$ cat config.mk
export PLATFORM = sky130hd
export DESIGN_NAME = pwm_guard_timer
export DESIGN_NICKNAME = d
export VERILOG_FILES = /design/src/rtl/pgt_pkg.sv /design/src/rtl/pgt_sync.sv /design/src/rtl/pgt_tick_sel.sv /design/src/rtl/pgt_core.sv /design/src/rtl/pgt_guard.sv /design/src/rtl/pwm_guard_timer.sv
export SDC_FILE = /design/constraint.sdc
export NUM_CORES = 1
export LEC_CHECK = 0
export ABC_AREA = 1
export BUFFER_PORTS_ARGS = -buffer_cell sky130_fd_sc_hd__buf_2
export CAP_MARGIN = 20
export CORE_MARGIN = 8
export CORE_UTILIZATION = 25
export CTS_CLUSTER_DIAMETER = 120
export CTS_CLUSTER_SIZE = 10
export DETAILED_ROUTE_END_ITERATION = 10
export GPL_TIMING_DRIVEN = 0
export PLACE_DENSITY_LB_ADDON = 0.12
export SYNTH_ARGS = -nofsm -noshare
export SYNTH_HDL_FRONTEND = slang
export SYNTH_SLANG_ARGS = --single-unit
$ cat constraint.sdc
create_clock -name clk -period 5.57 [get_ports clk]
set_clock_uncertainty 0.15 [all_clocks]
set_input_delay 0.557 -clock clk [delete_from_list [all_inputs] [get_ports clk]]
set_output_delay 0.557 -clock clk [all_outputs]
set_load 0.1 [all_outputs]
$ cat src/rtl/pgt_pkg.sv
package pgt_pkg;

  typedef enum logic [1:0] {
    MODE_TOGGLE = 2'd0,
    MODE_PWM    = 2'd1,
    MODE_EVENT  = 2'd2,
    MODE_WIDTH  = 2'd3
  } pgt_mode_e;

  typedef enum logic [1:0] {
    SAFE_LOW   = 2'd0,
    SAFE_HIGH  = 2'd1,
    SAFE_FLOAT = 2'd2,
    SAFE_FLT2  = 2'd3
  } pgt_safe_e;

  localparam logic [1:0] ADDR_CTRL = 2'd0;
  localparam logic [1:0] ADDR_CSEL = 2'd1;
  localparam logic [1:0] ADDR_CMP  = 2'd2;
  localparam logic [1:0] ADDR_FRAC = 2'd3;

  localparam int unsigned CTL_ARM_BIT = 4;
  localparam int unsigned CTL_RUN_BIT = 5;
  localparam int unsigned CTL_REL_BIT = 6;

endpackage

$ cat src/rtl/pgt_sync.sv
module pgt_sync #(
  parameter int unsigned W = 2,
  parameter logic [W-1:0] IDLE = '0
) (
  input  logic         clk,
  input  logic         rst,
  input  logic [W-1:0] async_in,
  output logic [W-1:0] lvl,
  output logic [W-1:0] lvl_d
);

  logic [W-1:0] meta_q;
  logic [W-1:0] lvl_q;
  logic [W-1:0] prev_q;

  always_ff @(posedge clk) begin
    if (rst) begin
      meta_q <= IDLE;
      lvl_q  <= IDLE;
      prev_q <= IDLE;
    end else begin
      meta_q <= async_in;
      lvl_q  <= meta_q;
      prev_q <= lvl_q;
    end
  end

  assign lvl   = lvl_q;
  assign lvl_d = prev_q;

endmodule

$ cat src/rtl/pgt_tick_sel.sv
module pgt_tick_sel #(
  parameter int unsigned NDIV = 9,
  parameter int unsigned SELW = 4
) (
  input  logic [NDIV-1:0] div_en,
  input  logic            ext_rise,
  input  logic            partner_tick,
  input  logic [SELW-1:0] sel,
  output logic            tick
);

  localparam int unsigned NSRC = NDIV + 3;
  localparam int unsigned NPAD = 1 << SELW;

  logic [NPAD-1:0] src;

  assign src[0] = 1'b1;

  for (genvar i = 0; i < NDIV; i++) begin : g_div
    assign src[i+1] = div_en[i];
  end

  assign src[NDIV+1] = ext_rise;
  assign src[NDIV+2] = partner_tick;

  for (genvar j = NSRC; j < NPAD; j++) begin : g_pad
    assign src[j] = 1'b0;
  end

  assign tick = src[sel];

endmodule

$ cat src/rtl/pgt_core.sv
module pgt_core
  import pgt_pkg::*;
#(
  parameter int unsigned CW = 8,
  parameter int unsigned FW = 2
) (
  input  logic          clk,
  input  logic          rst,
  input  logic          run,
  input  pgt_mode_e     mode,
  input  logic          tick,
  input  logic          ext_lvl,
  input  logic          ext_rise,
  input  logic          ext_fall,
  input  logic [CW-1:0] cmp_buf,
  input  logic [FW-1:0] frac_buf,
  output logic          wave,
  output logic [CW-1:0] cap_val,
  output logic          cap_done,
  output logic [CW-1:0] cnt,
  output logic [CW-1:0] cmp_act
);

  localparam logic [CW-1:0] CMAX = '1;

  logic [CW-1:0] cnt_q;
  logic [CW-1:0] cmp_q;
  logic [FW-1:0] frac_q;
  logic [FW-1:0] grp_q;
  logic          sq_q;
  logic          wave_q;
  logic [CW-1:0] cap_q;
  logic          done_q;

  logic          step;
  logic [FW-1:0] grp_rev;
  logic          add_pulse;
  logic          pwm_lvl;
  logic          at_cmp;

  // bit-reversed period index spreads the extra ticks evenly over the group
  for (genvar b = 0; b < FW; b++) begin : g_rev
    assign grp_rev[b] = grp_q[FW-1-b];
  end

  always_comb begin
    step      = (mode == MODE_EVENT) ? ext_rise : tick;
    at_cmp    = (cnt_q == cmp_q);
    add_pulse = (frac_q > grp_rev);
    pwm_lvl   = (cnt_q < cmp_q) || (add_pulse && at_cmp);
  end

  always_ff @(posedge clk) begin
    if (rst) begin
      cnt_q  <= '0;
      cmp_q  <= '0;
      frac_q <= '0;
      grp_q  <= '0;
      sq_q   <= 1'b0;
      wave_q <= 1'b0;
      cap_q  <= '0;
      done_q <= 1'b0;
    end else if (!run) begin
      cnt_q  <= '0;
      grp_q  <= '0;
      cmp_q  <= cmp_buf;
      frac_q <= frac_buf;
      sq_q   <= 1'b0;
      wave_q <= 1'b0;
    end else begin
      case (mode)
        MODE_TOGGLE, MODE_EVENT: begin
          wave_q <= sq_q;
          if (step) begin
            if (at_cmp) begin
              cnt_q <= '0;
              sq_q  <= ~sq_q;
              cmp_q <= cmp_buf;
            end else begin
              cnt_q <= cnt_q + 1'b1;
            end
          end
        end
        MODE_PWM: begin
          wave_q <= pwm_lvl;
          if (step) begin
            cnt_q <= cnt_q + 1'b1;
            if (cnt_q == CMAX) begin
              cmp_q  <= cmp_buf;
              frac_q <= frac_buf;
              grp_q  <= grp_q + 1'b1;
            end
          end
        end
        default: begin
          wave_q <= 1'b0;
          if (ext_rise) begin
            cnt_q  <= {{(CW-1){1'b0}}, step};
            done_q <= 1'b0;
          end else if (ext_lvl) begin
            if (step && (cnt_q != CMAX)) cnt_q <= cnt_q + 1'b1;
          end
          if (ext_fall) begin
            cap_q  <= cnt_q;
            done_q <= 1'b1;
          end
        end
      endcase
    end
  end

  assign wave     = wave_q;
  assign cap_val  = cap_q;
  assign cap_done = done_q;
  assign cnt      = cnt_q;
  assign cmp_act  = cmp_q;

endmodule

$ cat src/rtl/pgt_guard.sv
module pgt_guard
  import pgt_pkg::*;
(
  input  logic      clk,
  input  logic      rst,
  input  logic      arm,
  input  pgt_safe_e safe_sel,
  input  logic      release_req,
  input  logic      irq_fall,
  input  logic      wave,
  output logic      pin_out,
  output logic      pin_oe,
  output logic      forced
);

  logic forced_q;
  logic out_q;
  logic oe_q;

  always_ff @(posedge clk) begin
    if (rst) begin
      forced_q <= 1'b0;
      out_q    <= 1'b0;
      oe_q     <= 1'b1;
    end else begin
      // a new emergency edge wins over a release in the same cycle
      if (arm && irq_fall)  forced_q <= 1'b1;
      else if (release_req) forced_q <= 1'b0;

      if (forced_q) begin
        case (safe_sel)
          SAFE_LOW:  begin out_q <= 1'b0; oe_q <= 1'b1; end
          SAFE_HIGH: begin out_q <= 1'b1; oe_q <= 1'b1; end
          default:   begin out_q <= 1'b0; oe_q <= 1'b0; end
        endcase
      end else begin
        out_q <= wave;
        oe_q  <= 1'b1;
      end
    end
  end

  assign pin_out = out_q;
  assign pin_oe  = oe_q;
  assign forced  = forced_q;

endmodule

$ cat src/rtl/pwm_guard_timer.sv
module pwm_guard_timer
  import pgt_pkg::*;
#(
  parameter int unsigned CW   = 8,
  parameter int unsigned FW   = 2,
  parameter int unsigned NDIV = 9,
  parameter int unsigned SELW = 4
) (
  input  logic            clk,
  input  logic            rst,
  input  logic            wr_en,
  input  logic [1:0]      wr_addr,
  input  logic [CW-1:0]   wr_data,
  input  logic [NDIV-1:0] div_en,
  input  logic            partner_tick,
  input  logic            ext_in,
  input  logic            irq_n,
  output logic            tmr_out,
  output logic            tmr_oe,
  output logic [CW-1:0]   cap_val,
  output logic            cap_done
);

  pgt_mode_e       mode_q;
  pgt_safe_e       safe_q;
  logic            arm_q;
  logic            run_q;
  logic [SELW-1:0] csel_q;
  logic [CW-1:0]   cmp_buf_q;
  logic [FW-1:0]   frac_buf_q;

  logic            ctrl_wr;
  logic            release_req;

  logic [1:0]      s_lvl;
  logic [1:0]      s_prev;
  logic            ext_rise;
  logic            ext_fall;
  logic            irq_fall;
  logic            tick;
  logic            wave;
  logic            forced;
  logic [CW-1:0]   core_cnt;
  logic [CW-1:0]   core_cmp;

  assign ctrl_wr     = wr_en && (wr_addr == ADDR_CTRL);
  assign release_req = ctrl_wr && wr_data[CTL_REL_BIT];

  always_ff @(posedge clk) begin
    if (rst) begin
      mode_q     <= MODE_TOGGLE;
      safe_q     <= SAFE_LOW;
      arm_q      <= 1'b0;
      run_q      <= 1'b0;
      csel_q     <= '0;
      cmp_buf_q  <= '0;
      frac_buf_q <= '0;
    end else if (wr_en) begin
      case (wr_addr)
        ADDR_CTRL: begin
          mode_q <= pgt_mode_e'(wr_data[1:0]);
          safe_q <= pgt_safe_e'(wr_data[3:2]);
          arm_q  <= wr_data[CTL_ARM_BIT];
          run_q  <= wr_data[CTL_RUN_BIT];
        end
        ADDR_CSEL: csel_q     <= wr_data[SELW-1:0];
        ADDR_CMP:  cmp_buf_q  <= wr_data;
        default:   frac_buf_q <= wr_data[FW-1:0];
      endcase
    end
  end

  // bit 1: interrupt (idles high), bit 0: external input
  pgt_sync #(.W(2), .IDLE(2'b10)) u_sync (
    .clk      (clk),
    .rst      (rst),
    .async_in ({irq_n, ext_in}),
    .lvl      (s_lvl),
    .lvl_d    (s_prev)
  );

  assign ext_rise =  s_lvl[0] & ~s_prev[0];
  assign ext_fall = ~s_lvl[0] &  s_prev[0];
  assign irq_fall = ~s_lvl[1] &  s_prev[1];

  pgt_tick_sel #(.NDIV(NDIV), .SELW(SELW)) u_tick (
    .div_en       (div_en),
    .ext_rise     (ext_rise),
    .partner_tick (partner_tick),
    .sel          (csel_q),
    .tick         (tick)
  );

  pgt_core #(.CW(CW), .FW(FW)) u_core (
    .clk      (clk),
    .rst      (rst),
    .run      (run_q),
    .mode     (mode_q),
    .tick     (tick),
    .ext_lvl  (s_lvl[0]),
    .ext_rise (ext_rise),
    .ext_fall (ext_fall),
    .cmp_buf  (cmp_buf_q),
    .frac_buf (frac_buf_q),
    .wave     (wave),
    .cap_val  (cap_val),
    .cap_done (cap_done),
    .cnt      (core_cnt),
    .cmp_act  (core_cmp)
  );

  pgt_guard u_guard (
    .clk         (clk),
    .rst         (rst),
    .arm         (arm_q),
    .safe_sel    (safe_q),
    .release_req (release_req),
    .irq_fall    (irq_fall),
    .wave        (wave),
    .pin_out     (tmr_out),
    .pin_oe      (tmr_oe),
    .forced      (forced)
  );

endmodule

=== Word-level counts from Yosys, hierarchy flattened ===
Cells that the tools add are included.

* Muxes and demuxes: 28
* Reductions and logical operators: 30
* Eq/ne operators: 18
* Bitwise gates (word level): 11
* $add $sub $neg: 2
* Magnitude comparators: 3

{| class="wikitable"
|+ Operators by type and width
! cell !! number
|-
| two-way mux 8 bit || 11
|-
| one-hot mux 8 bit (2 select lines) || 2
|-
| AND reduction 3 bit || 5
|-
| inequality test 3 x 2 -> 1 bit, second input constant || 4
|-
| inequality test 2 x 1 -> 1 bit, second input constant || 5
|-
| two-way mux 1 bit || 9
|-
| adder 8 x 1 -> 8 bit, second input constant || 1
|-
| == test 8 bit || 1
|-
| == test 8 bit, second input constant || 1
|-
| less-than comparator 8 bit || 1
|-
| two-way mux 2 bit || 4
|-
| inequality test 8 bit, second input constant || 1
|-
| NOT 1 bit || 8
|-
| AND reduction 2 bit || 4
|-
| nonzero test 4 bit || 2
|-
| OR reduction 2 bit || 4
|-
| == test 2 x 1 -> 1 bit, second input constant || 3
|-
| logical NOT 2 bit || 3
|-
| OR reduction 3 bit || 2
|-
| logical AND 1 bit || 5
|-
| less-than comparator 4 x 5 -> 1 bit, second input constant || 1
|-
| AND reduction 5 bit || 1
|-
| binary-select mux 1 bit (select 4 bit) || 1
|-
| == test 2 bit, second input constant || 2
|-
| other kinds (8) || 11
|}

* Output and inout bits: 11
* Register bits: 60

=== Logic depth before layout (Yosys ltp) ===
* Depth in word-level cells: 10
* Gate-level depth with buffers: 13
* Mapped depth without buffers: 13

=== By module ===
Synthesis repeated with hierarchy kept, for this count alone.

* Cells, all modules: 446
* Area, all modules: 2996.6 µm²

{| class="wikitable"
|+ Modules (own cells, without submodules)
! module !! cells an instance !! area each (µm²) !! instances
|-
| pgt_core || 241 || 1674.1 || 1
|-
| pwm_guard_timer || 140 || 917.1 || 1
|-
| pgt_sync || 19 || 168.9 || 1
|-
| pgt_tick_sel || 30 || 122.6 || 1
|-
| pgt_guard || 16 || 113.9 || 1
|}

=== Least setup slack after synthesis ===
OpenSTA, ideal clock, no wires.

* Kind: reg-to-reg
* Start: reg u_core.cmp_q[7] (netlist: u_core.cmp_act[7])
* End: reg u_core.cmp_q[0] (netlist: u_core.cmp_act[0])
* Setup slack: 3.746 ns
* Cell stages (with the launch flop): 12
* Library setup time: 0.110 ns
* Path buffers: 0
* Period minus slack after synthesis: 1.824 ns
* Arrival time: 1.565 ns
* Cells stage by stage: dfxtp_1 inv_1 ha_1 nand2_1 nor2_1 nand4_1 nor2_1 nand3_4 nand3_2 nand2_1 inv_1 nor2_2

* Cells in the longest elaborated chain, start to end: 3

{| class="wikitable"
|+ Ends and longest elaborated chain
! element !! RTL line !! text
|-
| start: declaration || pgt_core.sv:27 || <nowiki>logic [CW-1:0] cmp_q;</nowiki>
|-
| start signal: assignment || pgt_core.sv:66 || <nowiki>cmp_q <= cmp_buf;</nowiki>
|-
| start signal: assignment || pgt_core.sv:78 || <nowiki>cmp_q <= cmp_buf;</nowiki>
|-
| start signal: assignment || pgt_core.sv:89 || <nowiki>cmp_q <= cmp_buf;</nowiki>
|-
| == test 8 bit || pgt_core.sv:48 || <nowiki>at_cmp = (cnt_q == cmp_q);</nowiki>
|-
| inequality test 3 x 2 -> 1 bit (no source line) || n/a ||
|-
| AND reduction 5 bit (no source line) || n/a ||
|}

No other way between the ends.
A chain may end at the register's enable or synchronous reset.

=== Worst setup path after layout ===
* Start: reg u_core.cnt_q[5] (netlist: u_core.cnt[5])
* End: reg u_core.cmp_q[4] (netlist: u_core.cmp_act[4])

* Cells in the longest elaborated chain, start to end: 3
* Elaborated cells on any way between the ends: 5
* Those cells by class: 4 x eq/ne; 1 x reduce/logical

{| class="wikitable"
|+ Ends and longest elaborated chain
! element !! RTL line !! text
|-
| start: declaration || pgt_core.sv:26 || <nowiki>logic [CW-1:0] cnt_q;</nowiki>
|-
| start signal: assignment || pgt_core.sv:80 || <nowiki>cnt_q <= cnt_q + 1'b1;</nowiki>
|-
| start signal: assignment || pgt_core.sv:87 || <nowiki>cnt_q <= cnt_q + 1'b1;</nowiki>
|-
| start signal: assignment || pgt_core.sv:98 || <nowiki>cnt_q <= {{(CW-1){1'b0}}, step};</nowiki>
|-
| == test 8 bit (on tied branches) || pgt_core.sv:88, pgt_core.sv:48 ||
|-
| inequality test 3 x 2 -> 1 bit (no source line) || n/a ||
|-
| AND reduction 5 bit (no source line) (*) || n/a ||
|}

Mark *: on every way between the ends. The rest lies on a longest branch, timed or not.

==> flow_summary.yaml <==
outcome:
  status: "finished clean"
timing:
  maxSlewViolCount: 0
  finalCritPeriodShare_pct: 39.2
  relSlewSlack_pct: 63.9
  fin_tns_setup_ns: 0
  fmax_mhz: 458
  grt_setup_unrepaired: "false"
  fin_crit_ns: 2.19
  hold_violations: 0
  worst_pin_slew_ns: 0.539
  fin_ws_ns: 3.38
  finalSetupViolations: 0
hold_path:
  min_path_type: "flop to flop"
critical_path:
  critical_path_arrival_ns: 2.26
  end_kind: "flop"
  worstSetupPathType: "flop to flop"
  cp_max_fo: 10
  crit_required_ns: 5.65
  worst_setup_path_start_kind: "flop"
finish:
  regArea_um2: 1200
  drive_above_1_share_pct: 16.3
  design_area_um2: 3510
  area_growth_pct: 22.9
  nFillCells: 1234
  multiInputGateArea_um2: 1380
  n_antenna_cell: 0
  finish.net_count: 480
global_route:
  grt_pass1_wl_um: 12100
  grt_use_met2_pct: 16.9
  grt_pass1_vias: 2483
  grt_util_met3_pct: 3.59
  grt_max_degree: 11
  antenna_found_initial: 0
  busiest_layer: "met2"
  grt_overflow: 0
  met1_usage_pct: 12.4
  grtUsageTotal_pct: 10.5
yosys:
  syn_area_um2: 2860
  synth_top_area_share_pct: 42.1
  ys_top_cells_by_count: "nand2_1 (61), dfxtp_1 (60), inv_1 (59), nor2_1 (59), o21ai_0 (44)"
  avgSynthCellArea_um2: 7.19
  syn_nets: 435
  ys_async_sr_fraction_pct: 0
  yosys.area.top_type: "dfxtp_1"
  synth-warning-count: 0
  synth_seq_area_share_pct: 42.1
  synth_seq_cells: 60
  yosysUniqueCellTypes: 26
  yosysMostFrequentCell: "nand2_1"
  synth-edff-count: 0
  dominantRegCellSynth: "dfxtp_1"
  synth_cells: 397
  ys_top_cells_by_area: "dfxtp_1 (42%), nand2_1 (8.0%), inv_1 (7.8%)"
clocking:
  cts.path.max_buffers: 2
  numCtsBuffers: 9
  cts_tree: "done"
  cts_resized: 0
  hold_buffers: 0
  h-tree-depth: 3
  clk-insertion-delay-late_ns: 0.33
  clkSlewWorstSetupHoldPaths_ns: 0.05
  post-cts-setup-buffer-count: 0
  cts.sinks: 60
  root_buffer: "clkbuf_16"
die:
  row_count: 39
  core_region_area_um2: 11300
  io_pins: 36
  die_w_um: 123
  initial_core_util_pct: 25.3
  die_area_um2: 15100
  chipHeight_um: 123
drt:
  wl_per_cell_um: 12.4
  wl_um: 7300
  vias: 2517
  drtIter0Drc: 87
  via_per_inst: 4.27
  first_pass_iters: 7
  ant_nets: 0
  drcViolationCount: 0
power_and_ir_drop:
  p_leak_nw: 1.53
  ir_drop_mv: 0.205
  p_per_area_nw_per_um2: 325
flow_run:
  drv_cap: 0
placed_design:
  port_buffers: 34
  gp_congestion: 0.744
  hpwlAfterDp_um: 5630
  dp_worst_setup_slack_ns: 3.39
  placed_area_um2: 3200
[worst paths after layout]
kind            startpoint                end  slack [ns]  cells past startpoint
max reg2reg  u_core.cnt[5]  u_core.cmp_act[4]        3.38                     10
min              safe_q[1]     u_guard.pin_oe        0.24                      1
max          u_core.cnt[5]  u_core.cmp_act[4]        3.38                     10
min reg2reg      safe_q[1]     u_guard.pin_oe        0.24                      1
[flip-flops by register name, indices dropped and copies added, names as in the netlist, 2 cells and up]
name            flops
u_sync.lvl_d        2
u_core.cnt          8
u_core.grp_q        2
csel_q              4
cmp_buf_q           8
frac_buf_q          2
u_sync.meta_q       2
u_sync.lvl          2
safe_q              2
u_core.frac_q       2
u_core.cap_val      8
u_core.cmp_act      8
mode_q              2
[final cells by class]
cell class | count | area share [%]
multi-input cells | 266 | 39.3
flip-flops and latches | 60 | 34.2
clock buffers | 12 | 7.31
inverters | 62 | 6.63
well taps | 143 | 5.10
repair buffers | 34 | 4.85
clock inverters | 4 | 1.36
plain buffers | 9 | 1.25
[kinds of logic (layout without fill, tap and decap cells)]
logic type | after synthesis | count (layout) | synth area share (%)
AO/OA/AOI/OAI | 78 | 78 | 13.8
flip-flops | 60 | 60 | 42.1
AND/OR/NAND/NOR | 169 | 169 | 27.0
adder cells (fa/ha/maj) | 13 | 13 | 5.70
XOR/XNOR | 6 | 6 | 1.84
buffers and inverters | 71 | 121 | 9.68
[power by group]
| group | total, mW | internal (mW) | leakage (nW) | switching (mW) |
|---|---|---|---|---|
| clock network | 0.565 | 0.369 | 0.149 | 0.196 |
| logic | 0.123 | 0.0415 | 0.889 | 0.0820 |
| registers | 0.453 | 0.445 | 0.488 | 0.00823 |
[worst max-delay path: stages (launching register included)]
cell     delay [ns]
dfxtp_1        0.37
ha_1           0.32
nand2_1        0.05
nor2_1         0.14
nand4_1        0.21
nor2_1         0.27
nand3_4        0.18
nand3_2        0.18
nand2_1        0.09
inv_1          0.07
nor2_2         0.04
[placed cells by master, fill, tap and decap left out]
| cell | synthesis | routed |
|---|---|---|
| nand2_1 | 61 | 61 |
| o21ai_0 | 44 | 44 |
| nand3_1 | 16 | 16 |
| a21oi_1 | 31 | 31 |
| nor2_2 | 8 | 8 |
| clkinv_2 | 0 | 2 |
| nand2_2 | 2 | 2 |
| clkinvlp_4 | 0 | 1 |
| a22oi_1 | 1 | 1 |
| ha_1 | 13 | 13 |
| buf_6 | 1 | 1 |
| inv_1 | 59 | 59 |
| nor3_1 | 1 | 1 |
| buf_2 | 2 | 36 |
| nand3_4 | 1 | 1 |
| nand3_2 | 4 | 4 |
| inv_2 | 2 | 2 |
| nor3b_2 | 1 | 1 |
| nor3b_1 | 1 | 1 |
| clkbuf_16 | 0 | 9 |
| nor2_1 | 59 | 59 |
| clkinv_1 | 1 | 1 |
| or2_2 | 3 | 3 |
| bufinv_16 | 0 | 1 |
| clkbuf_8 | 0 | 2 |
| o21ai_1 | 2 | 2 |
| dfxtp_1 | 60 | 60 |
| nand4_1 | 12 | 12 |
| xnor2_1 | 1 | 1 |
| xor2_1 | 5 | 5 |
| clkbuf_1 | 6 | 7 |
[stage by stage]
stage          util (%)  power [mW]  std cells  hold WS [ns]
6_report           31.1        1.14        590         0.242
2_1_floorplan         -       0.548        397         0.215
3_5_place_dp       28.4       0.588        574         0.232
5_1_grt            31.1        1.20        590         0.246
3_3_place_gp       28.4       0.588        574         0.240
4_1_cts            31.1        1.16        590         0.245
[metal layers]
| metal | wire length [um] | vias to the layer above |
|---|---|---|
| met5 | 0 | - |
| met4 | 155 | 0 |
| met3 | 350 | 12 |
| met2 | 3240 | 42 |
| met1 | 3550 | 1104 |
| li1 | - | 1359 |
(Power assumes the default switching activity.)
